$ cat src/rtl/padmux_pkg.sv
package padmux_pkg;

   // kind code of a peripheral function, two bits per function in FUNC_KIND
   typedef enum logic [1:0] {
      FK_IN    = 2'd0,
      FK_OUT   = 2'd1,
      FK_BIDIR = 2'd2
   } fn_kind_e;

   // function reached from pad `pad` with non-zero choice `choice`
   function automatic int fn_of(input int pad, input int choice, input int nfuncs);
      return (pad + choice - 1) % nfuncs;
   endfunction

endpackage

$ cat src/rtl/padmux_regfile.sv
module padmux_regfile #(
   parameter int NUM_PADS = 4,
   parameter int SEL_W    = 2,
   parameter int DATA_W   = 32,
   parameter int ADDR_W   = 8,
   parameter int IDX_LO   = 2,
   parameter int IDX_HI   = 4
) (
   input  logic                       clk,
   input  logic                       rst_n,
   input  logic                       cfg_wr,
   input  logic [ADDR_W-1:0]          cfg_addr,
   input  logic [DATA_W-1:0]          cfg_wdata,
   output logic                       cfg_wr_err,
   output logic [DATA_W-1:0]          cfg_rdata,
   output logic                       cfg_rd_err,
   output logic [NUM_PADS*SEL_W-1:0]  sel_flat
);

   localparam int IDX_W = IDX_HI - IDX_LO + 1;

   logic [IDX_W-1:0]    idx;
   logic                hit;
   logic [NUM_PADS-1:0] pad_hit;
   logic [SEL_W-1:0]    rd_acc [NUM_PADS+1];
   logic                unused_cfg_bits;

   assign idx = cfg_addr[IDX_HI:IDX_LO];
   assign hit = (32'(idx) < NUM_PADS);
   assign unused_cfg_bits = ^{cfg_addr, cfg_wdata};

   assign rd_acc[0] = '0;

   for (genvar k = 0; k < NUM_PADS; k++) begin : g_sel
      logic [SEL_W-1:0] sel_q;

      assign pad_hit[k] = hit && (idx == IDX_W'(k));

      always_ff @(posedge clk or negedge rst_n) begin
         if (!rst_n) begin
            sel_q <= '0;
         end else if (cfg_wr && pad_hit[k]) begin
            sel_q <= cfg_wdata[SEL_W-1:0];
         end
      end

      assign sel_flat[k*SEL_W +: SEL_W] = sel_q;
      assign rd_acc[k+1] = rd_acc[k] | (pad_hit[k] ? sel_q : '0);

      // a mapped write lands in exactly this pad's register one edge later
      a_r2_write_stores: assert property (@(posedge clk) disable iff (!rst_n)
         (cfg_wr && pad_hit[k]) |=> (sel_flat[k*SEL_W +: SEL_W] == $past(cfg_wdata[SEL_W-1:0])));
   end

   assign cfg_rdata  = DATA_W'(rd_acc[NUM_PADS]);
   assign cfg_rd_err = !hit;
   assign cfg_wr_err = cfg_wr && !hit;

   // an unmapped write leaves every select register untouched
   a_r3_bad_write_keeps: assert property (@(posedge clk) disable iff (!rst_n)
      (cfg_wr && cfg_wr_err) |=> $stable(sel_flat));

   // an unmapped read returns zero data
   a_r3_bad_read_zero: assert property (@(posedge clk) disable iff (!rst_n)
      cfg_rd_err |-> (cfg_rdata == '0));

   // at most one register is addressed at a time
   a_r4_single_target: assert property (@(posedge clk) disable iff (!rst_n)
      $onehot0(pad_hit));

endmodule

$ cat src/rtl/padmux_out_path.sv
module padmux_out_path
   import padmux_pkg::*;
#(
   parameter int                       NUM_PADS  = 4,
   parameter int                       SEL_W     = 2,
   parameter int                       NUM_FUNCS = 6,
   parameter logic [2*NUM_FUNCS-1:0]   FUNC_KIND = 12'h186
) (
   input  logic [NUM_PADS*SEL_W-1:0]  sel_flat,
   input  logic [NUM_FUNCS-1:0]       fn_out,
   input  logic [NUM_FUNCS-1:0]       fn_oe,
   output logic [NUM_PADS-1:0]        pad_out,
   output logic [NUM_PADS-1:0]        pad_oe
);

   localparam int CHOICES = 1 << SEL_W;

   logic unused_fn_bits;
   assign unused_fn_bits = ^{fn_out, fn_oe};

   for (genvar p = 0; p < NUM_PADS; p++) begin : g_pad
      logic [CHOICES-1:0] cand_out;
      logic [CHOICES-1:0] cand_oe;
      logic [SEL_W-1:0]   choice;

      assign choice = sel_flat[p*SEL_W +: SEL_W];

      for (genvar c = 0; c < CHOICES; c++) begin : g_choice
         if (c == 0) begin : g_idle
            assign cand_out[c] = 1'b0;
            assign cand_oe[c]  = 1'b0;
         end else begin : g_fn
            localparam int          FN   = fn_of(p, c, NUM_FUNCS);
            localparam logic [1:0]  KIND = FUNC_KIND[2*FN+1 -: 2];
            if (KIND == FK_OUT) begin : g_out
               assign cand_out[c] = fn_out[FN];
               assign cand_oe[c]  = 1'b1;
            end else if (KIND == FK_BIDIR) begin : g_bidir
               assign cand_out[c] = fn_out[FN];
               assign cand_oe[c]  = fn_oe[FN];
            end else begin : g_in
               assign cand_out[c] = 1'b0;
               assign cand_oe[c]  = 1'b0;
            end
         end
      end

      assign pad_out[p] = cand_out[choice];
      assign pad_oe[p]  = cand_oe[choice];
   end

endmodule

$ cat src/rtl/padmux_in_path.sv
module padmux_in_path
   import padmux_pkg::*;
#(
   parameter int                       NUM_PADS  = 4,
   parameter int                       SEL_W     = 2,
   parameter int                       NUM_FUNCS = 6,
   parameter logic [2*NUM_FUNCS-1:0]   FUNC_KIND = 12'h186
) (
   input  logic [NUM_PADS*SEL_W-1:0]  sel_flat,
   input  logic [NUM_PADS-1:0]        pad_in,
   output logic [NUM_FUNCS-1:0]       fn_in
);

   localparam int CHOICES = 1 << SEL_W;

   logic unused_in_bits;
   assign unused_in_bits = ^{sel_flat, pad_in};

   for (genvar f = 0; f < NUM_FUNCS; f++) begin : g_fn
      localparam logic [1:0] KIND = FUNC_KIND[2*f+1 -: 2];

      if (KIND == FK_OUT) begin : g_no_return
         assign fn_in[f] = 1'b0;
      end else begin : g_return
         logic [NUM_PADS-1:0] claims;
         logic [NUM_PADS-1:0] winner;

         for (genvar p = 0; p < NUM_PADS; p++) begin : g_claim
            always_comb begin
               claims[p] = 1'b0;
               for (int c = 1; c < CHOICES; c++) begin
                  if ((fn_of(p, c, NUM_FUNCS) == f) &&
                      (sel_flat[p*SEL_W +: SEL_W] == SEL_W'(c))) begin
                     claims[p] = 1'b1;
                  end
               end
            end
         end

         // isolate the lowest claiming pad
         assign winner   = claims & (~claims + NUM_PADS'(1));
         assign fn_in[f] = |(winner & pad_in);
      end
   end

endmodule

$ cat src/rtl/padmux.sv
module padmux
   import padmux_pkg::*;
#(
   parameter int                       NUM_PADS  = 4,
   parameter int                       SEL_W     = 2,
   parameter int                       NUM_FUNCS = 6,
   parameter logic [2*NUM_FUNCS-1:0]   FUNC_KIND = 12'h186,
   parameter int                       DATA_W    = 32,
   parameter int                       ADDR_W    = 8,
   parameter int                       IDX_LO    = 2,
   parameter int                       IDX_HI    = 4
) (
   input  logic                   clk,
   input  logic                   rst_n,
   input  logic                   cfg_wr,
   input  logic [ADDR_W-1:0]      cfg_addr,
   input  logic [DATA_W-1:0]      cfg_wdata,
   output logic                   cfg_wr_err,
   output logic [DATA_W-1:0]      cfg_rdata,
   output logic                   cfg_rd_err,
   output logic [NUM_PADS-1:0]    pad_out,
   output logic [NUM_PADS-1:0]    pad_oe,
   input  logic [NUM_PADS-1:0]    pad_in,
   input  logic [NUM_FUNCS-1:0]   fn_out,
   input  logic [NUM_FUNCS-1:0]   fn_oe,
   output logic [NUM_FUNCS-1:0]   fn_in
);

   localparam int IDX_W = IDX_HI - IDX_LO + 1;

   // elaboration-time parameter checks
   if (NUM_PADS < 1 || NUM_FUNCS < 1 || SEL_W < 1) begin : g_bad_size
      $error("padmux: NUM_PADS, NUM_FUNCS and SEL_W must be positive");
   end
   if (SEL_W > DATA_W) begin : g_bad_sel
      $error("padmux: SEL_W exceeds DATA_W");
   end
   if (IDX_LO < 0 || IDX_HI < IDX_LO || IDX_HI >= ADDR_W || IDX_W > 31) begin : g_bad_slice
      $error("padmux: index slice outside the address bus");
   end
   if ((1 << IDX_W) < NUM_PADS) begin : g_bad_reach
      $error("padmux: index slice too narrow for NUM_PADS");
   end
   for (genvar f = 0; f < NUM_FUNCS; f++) begin : g_kind_chk
      if (FUNC_KIND[2*f+1 -: 2] == 2'b11) begin : g_bad_kind
         $error("padmux: undefined function kind code");
      end
   end

   logic [NUM_PADS*SEL_W-1:0] sel_flat;

   padmux_regfile #(
      .NUM_PADS (NUM_PADS),
      .SEL_W    (SEL_W),
      .DATA_W   (DATA_W),
      .ADDR_W   (ADDR_W),
      .IDX_LO   (IDX_LO),
      .IDX_HI   (IDX_HI)
   ) u_regs (
      .clk        (clk),
      .rst_n      (rst_n),
      .cfg_wr     (cfg_wr),
      .cfg_addr   (cfg_addr),
      .cfg_wdata  (cfg_wdata),
      .cfg_wr_err (cfg_wr_err),
      .cfg_rdata  (cfg_rdata),
      .cfg_rd_err (cfg_rd_err),
      .sel_flat   (sel_flat)
   );

   padmux_out_path #(
      .NUM_PADS  (NUM_PADS),
      .SEL_W     (SEL_W),
      .NUM_FUNCS (NUM_FUNCS),
      .FUNC_KIND (FUNC_KIND)
   ) u_out (
      .sel_flat (sel_flat),
      .fn_out   (fn_out),
      .fn_oe    (fn_oe),
      .pad_out  (pad_out),
      .pad_oe   (pad_oe)
   );

   padmux_in_path #(
      .NUM_PADS  (NUM_PADS),
      .SEL_W     (SEL_W),
      .NUM_FUNCS (NUM_FUNCS),
      .FUNC_KIND (FUNC_KIND)
   ) u_in (
      .sel_flat (sel_flat),
      .pad_in   (pad_in),
      .fn_in    (fn_in)
   );

   for (genvar p = 0; p < NUM_PADS; p++) begin : g_pad_chk
      // an idle pad neither drives nor enables
      a_r5_idle_pad: assert property (@(posedge clk) disable iff (!rst_n)
         (sel_flat[p*SEL_W +: SEL_W] == '0) |-> (!pad_out[p] && !pad_oe[p]));
   end

   for (genvar f = 0; f < NUM_FUNCS; f++) begin : g_fn_chk
      if (FUNC_KIND[2*f+1 -: 2] == FK_OUT) begin : g_out_only
         // an output-only function never sees a returned value
         a_r9_out_only_quiet: assert property (@(posedge clk) disable iff (!rst_n)
            !fn_in[f]);
      end
   end

   // a returned value needs some pad input high
   a_r9_no_phantom: assert property (@(posedge clk) disable iff (!rst_n)
      (pad_in == '0) |-> (fn_in == '0));

endmodule

$ cat config.mk
export PLATFORM = sky130hd
export DESIGN_NAME = padmux
export DESIGN_NICKNAME = d
export VERILOG_FILES = /design/src/rtl/padmux_pkg.sv /design/src/rtl/padmux_regfile.sv /design/src/rtl/padmux_out_path.sv /design/src/rtl/padmux_in_path.sv /design/src/rtl/padmux.sv
export SDC_FILE = /design/constraint.sdc
export NUM_CORES = 1
export LEC_CHECK = 0
export BUFFER_PORTS_ARGS = -buffer_cell sky130_fd_sc_hd__buf_2
export CAP_MARGIN = 25
export CORE_UTILIZATION = 33
export CTS_BUF_LIST = sky130_fd_sc_hd__clkbuf_8
export DETAILED_ROUTE_END_ITERATION = 8
export HOLD_SLACK_MARGIN = 0.05
export PLACE_DENSITY = 0.94
export SLEW_MARGIN = 20
export SYNTH_ARGS = -nofsm -noshare
export SYNTH_HDL_FRONTEND = slang
export SYNTH_HIERARCHICAL = 1
export SYNTH_SLANG_ARGS = --single-unit
$ cat constraint.sdc
create_clock -name clk -period 1.3 [get_ports clk]
set_input_delay 0 -clock clk [delete_from_list [all_inputs] [get_ports clk]]
set_output_delay 0 -clock clk [all_outputs]
set_load 0.005 [all_outputs]
Word-level counts from Yosys, hierarchy flattened. Index checks and enable logic that the tools add are counted.

Bits in registers: 8. Memories kept: 0. Output and inout port bits: 48. Latch bits: 0. Word-level logic and storage cells: 82. Input port bits: 59. ROM bits: 0. Memory bits (writable): 0.

Reduce and logical (&&, ||, !) cells: 15. Add/subtract/negate cells: 4. Magnitude comparators: 5. Equality and inequality tests: 11. Divide/modulo/power cells: 0. Bitwise operators: 15. Multiply operators: 0. Shift operators: 0. Multiplexer cells: 28.

Operator list (number): 4-bit bitwise AND (6); 4-bit by 1-bit adder with 4-bit output, second input constant (4); 1-bit binary-select mux with 2-bit select (8); 1-bit two-way mux (16); 4-bit OR reduction (4); 2-bit by 3-bit < comparator with 1-bit output, second input constant (4); 2-bit == test, second input constant (5); 1-bit logical AND (9); 2-bit two-way mux (4); 4-bit NOT (2); 2-bit by 1-bit == test with 1-bit output, second input constant (3); 3-bit by 2-bit == test with 1-bit output, second input constant (2); 2-bit bitwise OR (3); 1-bit by 4-bit bitwise AND with 4-bit output (1); 3-bit by 4-bit bitwise AND with 4-bit output (1); 1-bit NOT with 4-bit output (1); 3-bit NOT with 4-bit output (1); 3-bit by 1-bit == test with 1-bit output, second input constant (1); 3-bit logical NOT (1); 3-bit < comparator, second input constant (1); 1-bit logical NOT (1).

Logic depth before layout (Yosys ltp).
Depth in word-level cells: 7. Gate-level depth with buffers: 3.

Hierarchy. The synthesis kept the hierarchy.

Modules (own cells, without submodules): padmux_regfile (cells an instance 57, seq. area each 200.2 um^2, area each 640.6 um^2, instances 1); padmux_out_path (cells an instance 16, seq. area each 0.0 um^2, area each 110.1 um^2, instances 1); padmux_in_path (cells an instance 20, seq. area each 0.0 um^2, area each 107.6 um^2, instances 1).

Worst setup path after synthesis. Ideal clock, no wire load.

Path kind: flip-flop to output port. Start: reg u_regs.g_sel[1].sel_q[1]. End: out fn_in[2]. Path slack: 274 ps. Cell stages (with the launch flop): 4. Buffers on the path: 0. Arrival time: 1026 ps. Data required time: 1300 ps. Cells stage by stage: dfrtp_1 -> nor2b_4 -> or3_1 -> a31oi_1.

Word-level cells in the longest chain between the ends: 7.

Ends and longest elaborated chain: start, declared (line padmux_regfile.sv:35) `logic [SEL_W-1:0] sel_q;`; start signal, assigned (line padmux_regfile.sv:43) `sel_q <= cfg_wdata[SEL_W-1:0];`; 2-bit == test *; 1-bit two-way mux * (line padmux_in_path.sv:32) `if ((fn_of(p, c, NUM_FUNCS) == f) &&`; 3-bit NOT with 4-bit output (line padmux_in_path.sv:41) `assign winner = claims & (~claims + NUM_PADS'(1));`; 4-bit by 1-bit adder with 4-bit output (line padmux_in_path.sv:41); 3-bit by 4-bit bitwise AND with 4-bit output * (line padmux_in_path.sv:41); 4-bit bitwise AND * (line padmux_in_path.sv:42) `assign fn_in[f] = |(winner & pad_in);`; 4-bit OR reduction * (line padmux_in_path.sv:42); end, declared (line padmux.sv:26) `output logic [NUM_FUNCS-1:0] fn_in`.

Every way passes the cells marked *; elsewhere a longest branch is shown, timed or not.

Worst setup path in the final report.
Start: reg u_regs.g_sel[2].sel_q[1]. End: out fn_in[2].

Word-level cells in the longest chain between the ends: 7.

Ends and longest elaborated chain (line): start, declared (padmux_regfile.sv:35); start signal, assigned (padmux_regfile.sv:43); 2-bit by 1-bit == test with 1-bit output *; 1-bit two-way mux * (padmux_in_path.sv:32); 3-bit NOT with 4-bit output (padmux_in_path.sv:41); 4-bit by 1-bit adder with 4-bit output (padmux_in_path.sv:41); 3-bit by 4-bit bitwise AND with 4-bit output * (padmux_in_path.sv:41); 4-bit bitwise AND * (padmux_in_path.sv:42); 4-bit OR reduction * (padmux_in_path.sv:42).

Marks and branches as above.

==> results.py <==
metrics = {
    "run_status": {
        "violations": "negative setup slack",
        "status": "finished, violations left",
    },
    "setup_path": {
        "cp.arrival_ns": 1.43,
        "critPathCaptureType": "output pin",
        "worst_setup_path_start_kind": "register",
        "required_ns": 1.30,
        "setup.worst_path.class": "reg -> out",
        "cp_max_fo": 4,
    },
    "routing": {
        "post-route-drc-count": 0,
        "totalWireLength_mm": 1.753,
        "ant_nets": 0,
        "viasPerCell": 4.348,
        "drtPass1Iterations": 4,
        "vias": 713,
        "wl_per_cell_microns": 10.69,
        "drt_iter0_markers": 6,
    },
    "finish": {
        "fillers": 251,
        "reg.largest.list": "u_regs/g_sel.sel_q: 8 flops",
        "synthToLayoutAreaGrowth_pct": 23.03,
        "largest_reg_flops": 8,
        "insertedDiodeCount": 0,
        "multi_input_area_sq_um": 534.3,
        "ff_latch_area_sq_um": 203.9,
        "layout_commonest_cell": "buf_2",
        "finalNetCount": 195,
        "design_area_sq_um": 1056,
        "largest_register": "u_regs/g_sel.sel_q",
        "mostFrequentLayoutCells": "buf_2, conb_1, nand2_1, buf_4, dfrtp_1",
        "final_layout_size_suffix_gt1_share_pct": 41.79,
    },
    "floorplan": {
        "dieArea_sq_um": 2809,
        "core-area_sq_um": 2477,
        "dieHeight_microns": 53,
        "row_count": 18,
        "die_w_microns": 53,
        "initial_core_util_pct": 34.65,
        "ioPinCount": 107,
    },
    "placement": {
        "port_buffers": 33,
        "dpl-instance-area_sq_um": 940.9,
        "place.gp.congestion": 0.7634,
        "hpwl_mm": 1.383,
    },
    "synth": {
        "synth.area.top_cells": "buf_4, dfrtp_1, mux2_1",
        "synth_warnings": 6,
        "synth_cells": 93,
        "syn_avg_cell_area_sq_um": 9.229,
        "synth_top_area_cell": "buf_4",
        "yosysSeqAreaShare_pct": 23.32,
        "yosysTopAreaCellShare_pct": 28.86,
        "synth_area_sq_um": 858.3,
        "ys_ff_latch": 8,
        "synth_cell_types": 26,
    },
    "clock_tree": {
        "cts_tree": "yes",
        "clkSlewWorstSetupHoldPaths_ns": 0.04,
        "cts.sinks": 8,
        "cts_buffers": 3,
        "clockRootBuffer": "clkbuf_8",
        "cts_max_path_buffers": 2,
        "clkLatencyLatePin_ns": 0.22,
        "htree_levels": 1,
    },
    "timing": {
        "min_period_ns": 1.432,
        "finalCritPeriodShare_pct": 110.2,
        "setup_ws_ns": -0.1321,
        "setup_violations": 4,
        "drv_slew": 0,
        "skew_ns": 0,
        "rsz0062_at_grt": "yes",
        "hold_viol": 0,
        "max_freq_ghz": 0.6983,
    },
    "global_routing": {
        "overflow": 0,
        "grt_pass1_vias": 626,
        "grt_usage_pct": 13.21,
        "antenna_found_initial": 0,
        "grt_pass1_wl_mm": 2.704,
        "grt_start_max_net_pins": 9,
    },
    "run": {
        "drv_cap": 0,
    },
    "worst_hold_path": {
        "hold_class": "in -> reg",
    },
    "power": {
        "irDropWorstVdd_v": 0.0006986,
        "p_leak_uw": 0.0005768,
        "power_density_nw_per_um2": 1144,
        "p_total_uw": 1208,
    },
}
==> critical path, cell delays in order (launching register included) <==
cell,delay (ns)
dfrtp_1,0.42
buf_4,0.16
or3_1,0.36
a31oi_1,0.13
buf_2,0.13
==> Yosys cell counts <==
| cell type | instances |
|---|---|
| a21boi_1 | 1 |
| a21o_1 | 1 |
| a22o_1 | 1 |
| a31oi_1 | 2 |
| and2_1 | 1 |
| and2b_1 | 1 |
| and3_1 | 1 |
| and4bb_1 | 2 |
| buf_4 | 33 |
| conb_1 | 2 |
| dfrtp_1 | 8 |
| inv_1 | 1 |
| mux2_1 | 4 |
| mux2_2 | 4 |
| mux2i_1 | 3 |
| mux4_2 | 2 |
| nand2_1 | 9 |
| nand3b_1 | 1 |
| nand4b_1 | 1 |
| nor2_1 | 3 |
| nor2b_1 | 6 |
| nor2b_4 | 1 |
| nor4b_2 | 1 |
| o21a_1 | 1 |
| o21ai_1 | 1 |
| or3_1 | 2 |
==> where the power goes <==
part / leakage [uW] / switching (uW) / internal, uW
logic: 0.000463 / 218 / 317
clock network: 0.0000216 / 89.2 / 200
registers: 0.0000927 / 73.9 / 310
==> per-stage QoR <==
stage	hold slack [ns]	TNS (ns)	util, %	setup slack, ns	instances
2_1_floorplan	-0.2956	0	-	0.2739	123
3_3_place_gp	-0.1525	0	37.98	0.07860	155
3_5_place_dp	-0.1466	0	37.98	0.08249	155
4_1_cts	0.05490	-0.4129	42.02	-0.1172	164
5_1_grt	0.06329	-0.6394	42.63	-0.1974	164
6_report	0.05557	-0.3998	42.63	-0.1321	164
==> per-layer routing <==
metal / part of all wire [%] / vias up / track usage, % / wire length (microns)
met2: 52 / 40 / 25.32 / 910
met3: 6.6 / 0 / 0.8621 / 115
li1: - / 336 / - / -
met1: 41 / 337 / 14.83 / 727
met4: 0 / 0 / 5.263 / 0
met5: 0 / - / 0 / 0
==> repair_timing <==
| action | CTS | global route |
|---|---|---|
| gates cloned | 0 | 0 |
| pin swaps | 2 | 1 |
| endpoints found under the setup margin | 4 | 5 |
| hold buffers | 1 | 0 |
| hold endpoints to repair | 8 | 0 |
| resized for setup | 5 | 3 |
| setup buffers | 5 | 0 |
==> cell type report <==
| class | instances | area share, % |
|---|---|---|
| Multi-Input combinational cell | 81 | 50.59 |
| Tap cell | 30 | 3.555 |
| Timing Repair Buffer | 41 | 22.27 |
| Clock buffer | 3 | 3.910 |
| Sequential cell | 8 | 19.31 |
| Inverter | 1 | 0.3555 |
==> path summary, 6_finish.rpt <==
kind,from,endpoint,slack (ns),cells past startpoint
worst min register to register,u_regs/g_sel[1].sel_q[1]$_DFFE_PN0P_,u_regs/g_sel[1].sel_q[1]$_DFFE_PN0P_,0.56,1
worst max register to register,u_regs/g_sel[0].sel_q[0]$_DFFE_PN0P_,u_regs/g_sel[0].sel_q[0]$_DFFE_PN0P_,0.41,2
worst min-delay path,cfg_wdata[1],u_regs/g_sel[2].sel_q[1]$_DFFE_PN0P_,0.06,2
min in group asynchronous,rst_n,u_regs/g_sel[2].sel_q[1]$_DFFE_PN0P_,0.15,2
worst max-delay path,u_regs/g_sel[2].sel_q[1]$_DFFE_PN0P_,fn_in[2],-0.13,4
max in group asynchronous,rst_n,u_regs/g_sel[1].sel_q[0]$_DFFE_PN0P_,0.97,2
==> logic make-up after synthesis <==
logic type,Yosys count,share of synthesized area [%]
flops,8,23.32
other cells,2,0.8750
buf+inv,34,29.30
simple gates,29,21.57
mux,13,19.24
compound gates,7,5.686
(Power assumes the default switching activity.)
